File: src/rtl/divpair_search.sv
module divpair_search #(
  parameter int FREQ_W   = 32,
  parameter int M_W      = 4,
  parameter int P_W      = 2,
  parameter int M_OFFSET = 1,
  localparam int MC_W    = M_W + 1,
  localparam int PV_W    = 2 ** P_W,
  localparam int CNT_W   = $clog2(FREQ_W) + 1
) (
  input  logic              clk,
  input  logic              rst_n,
  input  logic              start,
  input  logic [FREQ_W-1:0] parent_freq,
  input  logic [FREQ_W-1:0] target_freq,
  input  logic [MC_W-1:0]   m_limit,
  input  logic [PV_W-1:0]   p_limit,
  output logic              busy,
  output logic              done,
  output logic [MC_W-1:0]   best_m,
  output logic [PV_W-1:0]   best_p,
  output logic [M_W-1:0]    m_code,
  output logic [P_W-1:0]    p_code,
  output logic [FREQ_W-1:0] best_freq
);

  localparam logic [MC_W-1:0] M_DEF = MC_W'(1) << M_W;
  localparam logic [PV_W-1:0] P_DEF = PV_W'(1) << (PV_W - 1);

  typedef enum logic [2:0] {S_IDLE, S_SETUP, S_DIV, S_EVAL, S_DONE} state_t;
  state_t state;

  logic [FREQ_W-1:0] parent_q, tgt_q, dvd, rem;
  logic [MC_W-1:0]   m_q, m_lim_q;
  logic [PV_W-1:0]   p_q, p_lim_q;
  logic [P_W-1:0]    plog;
  logic [CNT_W-1:0]  cnt;

  logic [FREQ_W:0]   rem_sh;
  logic              sub_ok;
  logic              hit, last_m, more_p;
  logic [PV_W:0]     p_nxt;

  assign busy   = (state != S_IDLE);
  assign done   = (state == S_DONE);
  assign rem_sh = {rem, dvd[FREQ_W-1]};
  assign sub_ok = rem_sh >= (FREQ_W+1)'(m_q);
  assign hit    = (dvd <= tgt_q) && ((tgt_q - dvd) < (tgt_q - best_freq));
  assign last_m = (m_q >= m_lim_q);
  assign p_nxt  = {1'b0, p_q} << 1;
  assign more_p = (p_nxt <= {1'b0, p_lim_q});

  always_ff @(posedge clk or negedge rst_n) begin
    if (!rst_n) begin
      state     <= S_IDLE;
      parent_q  <= '0;
      tgt_q     <= '0;
      m_lim_q   <= '0;
      p_lim_q   <= '0;
      m_q       <= MC_W'(1);
      p_q       <= PV_W'(1);
      plog      <= '0;
      dvd       <= '0;
      rem       <= '0;
      cnt       <= '0;
      best_m    <= '0;
      best_p    <= '0;
      m_code    <= '0;
      p_code    <= '0;
      best_freq <= '0;
    end else begin
      case (state)
        S_IDLE: if (start) begin
          parent_q  <= parent_freq;
          tgt_q     <= target_freq;
          m_lim_q   <= (m_limit == '0) ? M_DEF : m_limit;
          p_lim_q   <= (p_limit == '0) ? P_DEF : p_limit;
          m_q       <= MC_W'(1);
          p_q       <= PV_W'(1);
          plog      <= '0;
          best_m    <= '0;
          best_p    <= '0;
          m_code    <= '0;
          p_code    <= '0;
          best_freq <= '0;
          state     <= S_SETUP;
        end
        S_SETUP: begin
          dvd   <= parent_q >> plog;
          rem   <= '0;
          cnt   <= '0;
          state <= S_DIV;
        end
        S_DIV: begin
          rem   <= sub_ok ? FREQ_W'(rem_sh - (FREQ_W+1)'(m_q)) : rem_sh[FREQ_W-1:0];
          dvd   <= {dvd[FREQ_W-2:0], sub_ok};
          cnt   <= cnt + 1'b1;
          if (cnt == CNT_W'(FREQ_W - 1)) state <= S_EVAL;
        end
        S_EVAL: begin
          if (hit) begin
            best_freq <= dvd;
            best_m    <= m_q;
            best_p    <= p_q;
            m_code    <= M_W'(m_q - MC_W'(M_OFFSET));
            p_code    <= plog;
          end
          if (!last_m) begin
            m_q   <= m_q + 1'b1;
            state <= S_SETUP;
          end else if (more_p) begin
            m_q   <= MC_W'(1);
            p_q   <= p_nxt[PV_W-1:0];
            plog  <= plog + 1'b1;
            state <= S_SETUP;
          end else begin
            state <= S_DONE;
          end
        end
        default: state <= S_IDLE;
      endcase
    end
  end


  start_ignored_chk: assert property (@(posedge clk) disable iff (!rst_n)
    (busy && start) |=> ($stable(tgt_q) && $stable(parent_q) && $stable(m_lim_q)));


  start_accept_chk: assert property (@(posedge clk) disable iff (!rst_n)
    (!busy && start) |=> busy);


  p_pow2_chk: assert property (@(posedge clk) disable iff (!rst_n)
    busy |-> ($countones(p_q) == 1 && p_q <= p_lim_q));


  m_range_chk: assert property (@(posedge clk) disable iff (!rst_n)
    busy |-> (m_q >= MC_W'(1) && m_q <= m_lim_q));

  logic [FREQ_W+MC_W-1:0] chk_prod, chk_num;
  assign chk_prod = (FREQ_W+MC_W)'(dvd) * (FREQ_W+MC_W)'(m_q);
  assign chk_num  = (FREQ_W+MC_W)'(parent_q >> plog);


  quotient_chk: assert property (@(posedge clk) disable iff (!rst_n)
    (state == S_EVAL) |-> (chk_prod <= chk_num &&
                           (chk_num - chk_prod) < (FREQ_W+MC_W)'(m_q)));


  best_le_tgt_chk: assert property (@(posedge clk) disable iff (!rst_n)
    best_freq <= tgt_q);


  best_monotone_chk: assert property (@(posedge clk) disable iff (!rst_n)
    (state == S_EVAL) |=> best_freq >= $past(best_freq));


  done_pulse_chk: assert property (@(posedge clk) disable iff (!rst_n)
    done |=> !done);


  result_hold_chk: assert property (@(posedge clk) disable iff (!rst_n)
    (!busy && !start) |=> ($stable(best_freq) && $stable(best_m) && $stable(best_p)));

endmodule

File: config.mk
export PLATFORM = sky130hd
export DESIGN_NAME = divpair_search
export DESIGN_NICKNAME = d
export VERILOG_FILES = /design/src/rtl/divpair_search.sv
export SDC_FILE = /design/constraint.sdc
export NUM_CORES = 1
export LEC_CHECK = 0
export CORE_ASPECT_RATIO = 1.5
export CORE_MARGIN = 3
export CORE_UTILIZATION = 39
export DETAILED_ROUTE_END_ITERATION = 10
export DONT_BUFFER_PORTS = 1
export PLACE_DENSITY = 0.6
export SLEW_MARGIN = 20
export SYNTH_ARGS = -nofsm -noshare
export SYNTH_HDL_FRONTEND = slang
export SYNTH_SLANG_ARGS = --single-unit
export TNS_END_PERCENT = 20
File: constraint.sdc
create_clock -name clk -period 9.5 [get_ports clk]
set_clock_uncertainty 0.2 [all_clocks]
set_input_delay 1.9 -clock clk [delete_from_list [all_inputs] [get_ports clk]]
set_output_delay 1.9 -clock clk [all_outputs]
set_load 0.005 [all_outputs]
==> results.txt <==
----------------------------------------------------
[Status]
  Status ... completed

[Drt]
  Via Count ... 10800
  Via-per-instance ratio ... 5.55
  DRC ... 0
  Routed wire length ... 36800 um
  Detailed Routing Iterations Pass 1 ... 4
  Antenna-violating nets left ... 0
  Routed length per instance ... 18.9 um
  First-iteration detailed-routing DRC count ... 538

[Critical path]
  Delay-heaviest family, CP ... compound AO/OA/AOI/OAI gates
  Critical Path Start Type ... flip-flop
  Crit path arrival time ... 6.59 ns
  Critical path start-end classification ... flip-flop to flip-flop
  Type of element capturing the critical path ... flip-flop
  Required time of the critical path ... 9.79 ns
  Number of buffer and inverter instances along the worst setup path ... 4
  List of cells traversed by the critical path ... inv_1 -> ha_1 -> inv_1 -> fa_1 -> a21o_1 -> a221oi_1 -> nor2b_1 -> o311ai_0 -> a21oi_1 -> nor3_1 -> mux2i_1 -> o311ai_0 -> ha_1 -> nand4_1 -> a211o_1 -> o21ai_4 -> buf_16 -> buf_4 -> mux2i_1
  Largest fanout of any net on the critical path ... 23
  Cell with the largest stage delay on the worst path ... sky130_fd_sc_hd__o311ai_0
  CP max stage delay ... 0.92 ns

[Yosys]
  Sequential fraction of the synthesis area ... 0.364
  Dominant register cell in the synthesized netlist ... sky130_fd_sc_hd__dfrtp_1
  Synth warn ... 0
  Asr flop ratio synth ... 1.00
  Nets in the synthesized netlist ... 1671
  Share of Yosys cell area claimed by the top area cell type ... 0.360
  Synth top area cells ... sky130_fd_sc_hd__dfrtp_1 36%, sky130_fd_sc_hd__ha_1 9.8%, sky130_fd_sc_hd__mux2_2 5.7%, sky130_fd_sc_hd__nand2_1 5.1%, sky130_fd_sc_hd__mux4_2 4.5%
  Synthesized area divided by synthesized cell count ... 9.47 um^2
  Post-synthesis instance total ... 1482
  Largest area contributor in the synthesized netlist ... sky130_fd_sc_hd__dfrtp_1
  Area of the mapped netlist ... 14000 um^2
  Number of library cell types mapped by synthesis ... 74
  Number of enable flip-flop cells after synthesis ... 0
  Flip-flop and latch count after synthesis ... 204

[Layout]
  Combined area of the multi-input logic cells ... 8300 um^2
  Layout Nets ... 1644
  Utilization after layout ... 0.435
  Filler Cells Inserted ... 3473
  Share of final-layout standard cells stronger than drive strength 1 ... 0.111
  FF+latch area ... 5110 um^2
  Cell area after layout ... 15400 um^2
  Number of standard cells in the layout, taps in and fillers out ... 1948
  Synth-to-Final Area Change ... 9.45%

[CTS]
  Setup repair bufs after CTS ... 0
  Clock Root Buffer ... sky130_fd_sc_hd__clkbuf_16
  Maximum level of the CTS H-tree ... 1
  Clock-pin transition on the worst setup and hold timing paths ... 0.06 ns
  CTS max path bufs ... 3
  Number of cells upsized or downsized after cts ... 0
  TritonCTS clock tree ... built
  Clock latency on the worst-skew pair ... 0.56 ns
  Hold-fix buffer count after cts ... 0
  Num CTS Buffers ... 24
  Num Clock Sinks ... 204

[Global route]
  GRT Resource Usage Total ... 0.192
  Via count of the first global-routing pass ... 11200
  Antenna violations before repair ... 4
  Wire length of the first global-routing pass ... 59800 um
  Global-route congestion overflow total ... 0
  Pin count of the biggest net entering global routing ... 205

[Placed design]
  Gp weighted congestion ... 0.906
  Number of input and output port buffers inserted ... 0
  Estimated wirelength of the detail-placed design ... 27700 um
  Placed cells ... 1902
  Instance area at placement ... 14500 um^2

[Timing]
  Worst-Margin Slew ... 1.03 ns
  Min Tclk post-route ... 6.30 ns
  Peak clock frequency supported by timing ... 159 MHz
  Final count of negative-setup-slack endpoints ... 0
  Setup tns final ... 0 ns
  Slew Limit Headroom ... 0.305
  Final count of hold timing violations ... 0
  Max-slew violation count ... 0
  Hold Slack ... 0.305 ns
  RSZ-0062 raised after global routing ... false
  Fraction of the cycle the final worst path needs ... 0.663

[Job]
  Number of violations of the max-capacitance limit ... 0

[Power]
  Leakage power figure ... 7.56 nW
  Worst vdd ir ... 153 uV
  Power density over the cells ... 121 nW/um^2

[Hold path]
  Path type of the worst min-delay path ... flip-flop to flip-flop

[Floorplan]
  Initial core utilization ... 0.398
  Chip Width ... 161 um
  Die area ... 38400 um^2
  Height of the chip ... 238 um
  FP Rows ... 84
  I/O pins ... 125
  Core Box Area ... 35300 um^2

----------------------------------------------------
through the flow:
| stage | setup slack (ns) | total power [mW] |
|---|---|---|
| final | 3.20 | 1.87 |
| after global routing | 2.82 | 1.93 |
| after CTS | 3.13 | 1.90 |
| after detailed placement | 3.16 | 0.885 |
| after global placement | 3.00 | 0.885 |
| after floorplan | 4.52 | 0.886 |
registers in the layout, indices dropped and copies added, names as in the netlist, 5 cells and up:
register   flops
best_freq     32
best_m         5
cnt            6
dvd           32
m_lim_q        5
m_q            5
parent_q      32
rem           32
tgt_q         32
synthesized netlist by cell type (4+ instances only):
| cell type | n |
|---|---|
| sky130_fd_sc_hd__a211o_1 | 4 |
| sky130_fd_sc_hd__dfrtp_1 | 202 |
| sky130_fd_sc_hd__nor2_1 | 69 |
| sky130_fd_sc_hd__o21bai_1 | 10 |
| sky130_fd_sc_hd__mux2_2 | 71 |
| sky130_fd_sc_hd__or4_1 | 7 |
| sky130_fd_sc_hd__ha_1 | 110 |
| sky130_fd_sc_hd__and3_1 | 12 |
| sky130_fd_sc_hd__mux4_2 | 28 |
| sky130_fd_sc_hd__mux2i_1 | 51 |
| sky130_fd_sc_hd__o21ai_1 | 19 |
| sky130_fd_sc_hd__a31oi_1 | 31 |
| sky130_fd_sc_hd__a21o_1 | 36 |
| sky130_fd_sc_hd__a21oi_1 | 78 |
| sky130_fd_sc_hd__a211oi_1 | 16 |
| sky130_fd_sc_hd__nand4_1 | 11 |
| sky130_fd_sc_hd__o221ai_1 | 5 |
| sky130_fd_sc_hd__nor3_1 | 35 |
| sky130_fd_sc_hd__o21a_1 | 9 |
| sky130_fd_sc_hd__o31ai_1 | 4 |
| sky130_fd_sc_hd__nand2b_1 | 13 |
| sky130_fd_sc_hd__inv_1 | 105 |
| sky130_fd_sc_hd__xor2_1 | 29 |
| sky130_fd_sc_hd__o21ai_0 | 66 |
| sky130_fd_sc_hd__and2_1 | 4 |
| sky130_fd_sc_hd__nand3_1 | 24 |
| sky130_fd_sc_hd__nor2b_1 | 17 |
| sky130_fd_sc_hd__nand2_1 | 191 |
| sky130_fd_sc_hd__buf_1 | 6 |
| sky130_fd_sc_hd__or3_1 | 11 |
| sky130_fd_sc_hd__o211ai_1 | 7 |
| sky130_fd_sc_hd__xnor2_1 | 63 |
| sky130_fd_sc_hd__clkbuf_1 | 55 |
| sky130_fd_sc_hd__nor4_1 | 12 |
| sky130_fd_sc_hd__a22o_1 | 8 |
final timing paths:
kind                            start    endpoint  slack (ns)  depth (start not counted)
max                          tgt_q[0]   m_code[3]        3.20                         19
min                        p_lim_q[0]  p_lim_q[0]        0.31                          1
max reg2reg                  tgt_q[0]   m_code[3]        3.20                         19
min reg2reg                p_lim_q[0]  p_lim_q[0]        0.31                          1
max in group asynchronous       rst_n   tgt_q[19]        7.90                          0
min in group asynchronous       rst_n  p_lim_q[0]        0.83                          0
worst reg2reg max path: stages (launching register included):
cell,delay (ns)
sky130_fd_sc_hd__dfrtp_1,0.38
sky130_fd_sc_hd__inv_1,0.08
sky130_fd_sc_hd__ha_1,0.18
sky130_fd_sc_hd__inv_1,0.06
sky130_fd_sc_hd__fa_1,0.40
sky130_fd_sc_hd__a21o_1,0.20
sky130_fd_sc_hd__a221oi_1,0.52
sky130_fd_sc_hd__nor2b_1,0.19
sky130_fd_sc_hd__o311ai_0,0.92
sky130_fd_sc_hd__a21oi_1,0.23
sky130_fd_sc_hd__nor3_1,0.29
sky130_fd_sc_hd__mux2i_1,0.20
sky130_fd_sc_hd__o311ai_0,0.18
sky130_fd_sc_hd__ha_1,0.33
sky130_fd_sc_hd__nand4_1,0.11
sky130_fd_sc_hd__a211o_1,0.32
sky130_fd_sc_hd__o21ai_4,0.52
sky130_fd_sc_hd__buf_16,0.25
sky130_fd_sc_hd__buf_4,0.43
sky130_fd_sc_hd__mux2i_1,0.26
routing by layer:
metal	vias up	track usage	share of wire
li1	5261	-	-
met1	5293	0.226	0.40
met2	198	0.355	0.53
met3	63	0.0266	0.038
met4	0	0.0673	0.031
met5	-	0	0
kinds of logic after synthesis:
kind of cell | Yosys count | share of synthesized area
buffers and inverters | 170 | 0.0461
XOR/XNOR | 92 | 0.0574
flip-flops | 204 | 0.364
AND/OR/NAND/NOR | 426 | 0.142
AO/OA/AOI/OAI | 327 | 0.150
adder cells (fa/ha/maj) | 113 | 0.102
multiplexers | 150 | 0.138
placed cells by master, fill, tap and decap left out, drive strengths merged, types with 16 or more instances in the layout:
cell / count
dfrtp: 202
nand2: 191
ha: 110
inv: 105
o21ai: 85
a21oi: 78
mux2: 71
nor2: 69
xnor2: 63
mux2i: 51
a21o: 36
nor3: 36
clkbuf: 35
a31oi: 31
xor2: 29
mux4: 28
nand3: 24
nor2b: 17
a211oi: 16
area by class of cell:
| type | instances | area share |
|---|---|---|
| clock buffer | 35 | 0.0444 |
| sequential | 204 | 0.333 |
| clock inverter | 8 | 0.0112 |
| tap | 473 | 0.0385 |
| multi-input combinational | 1108 | 0.540 |
| inverter | 106 | 0.0259 |
| timing repair buffer | 11 | 0.00668 |
| antenna | 3 | 0.000489 |
power by group:
group	internal, mW	total, mW	switching, mW
registers	0.869	0.869	0
logic	0.000465	0.000548	0.0000792
clock network	0.609	0.997	0.388
total	1.48	1.87	0.388
No activity file was read; power rests on OpenSTA's default activity.
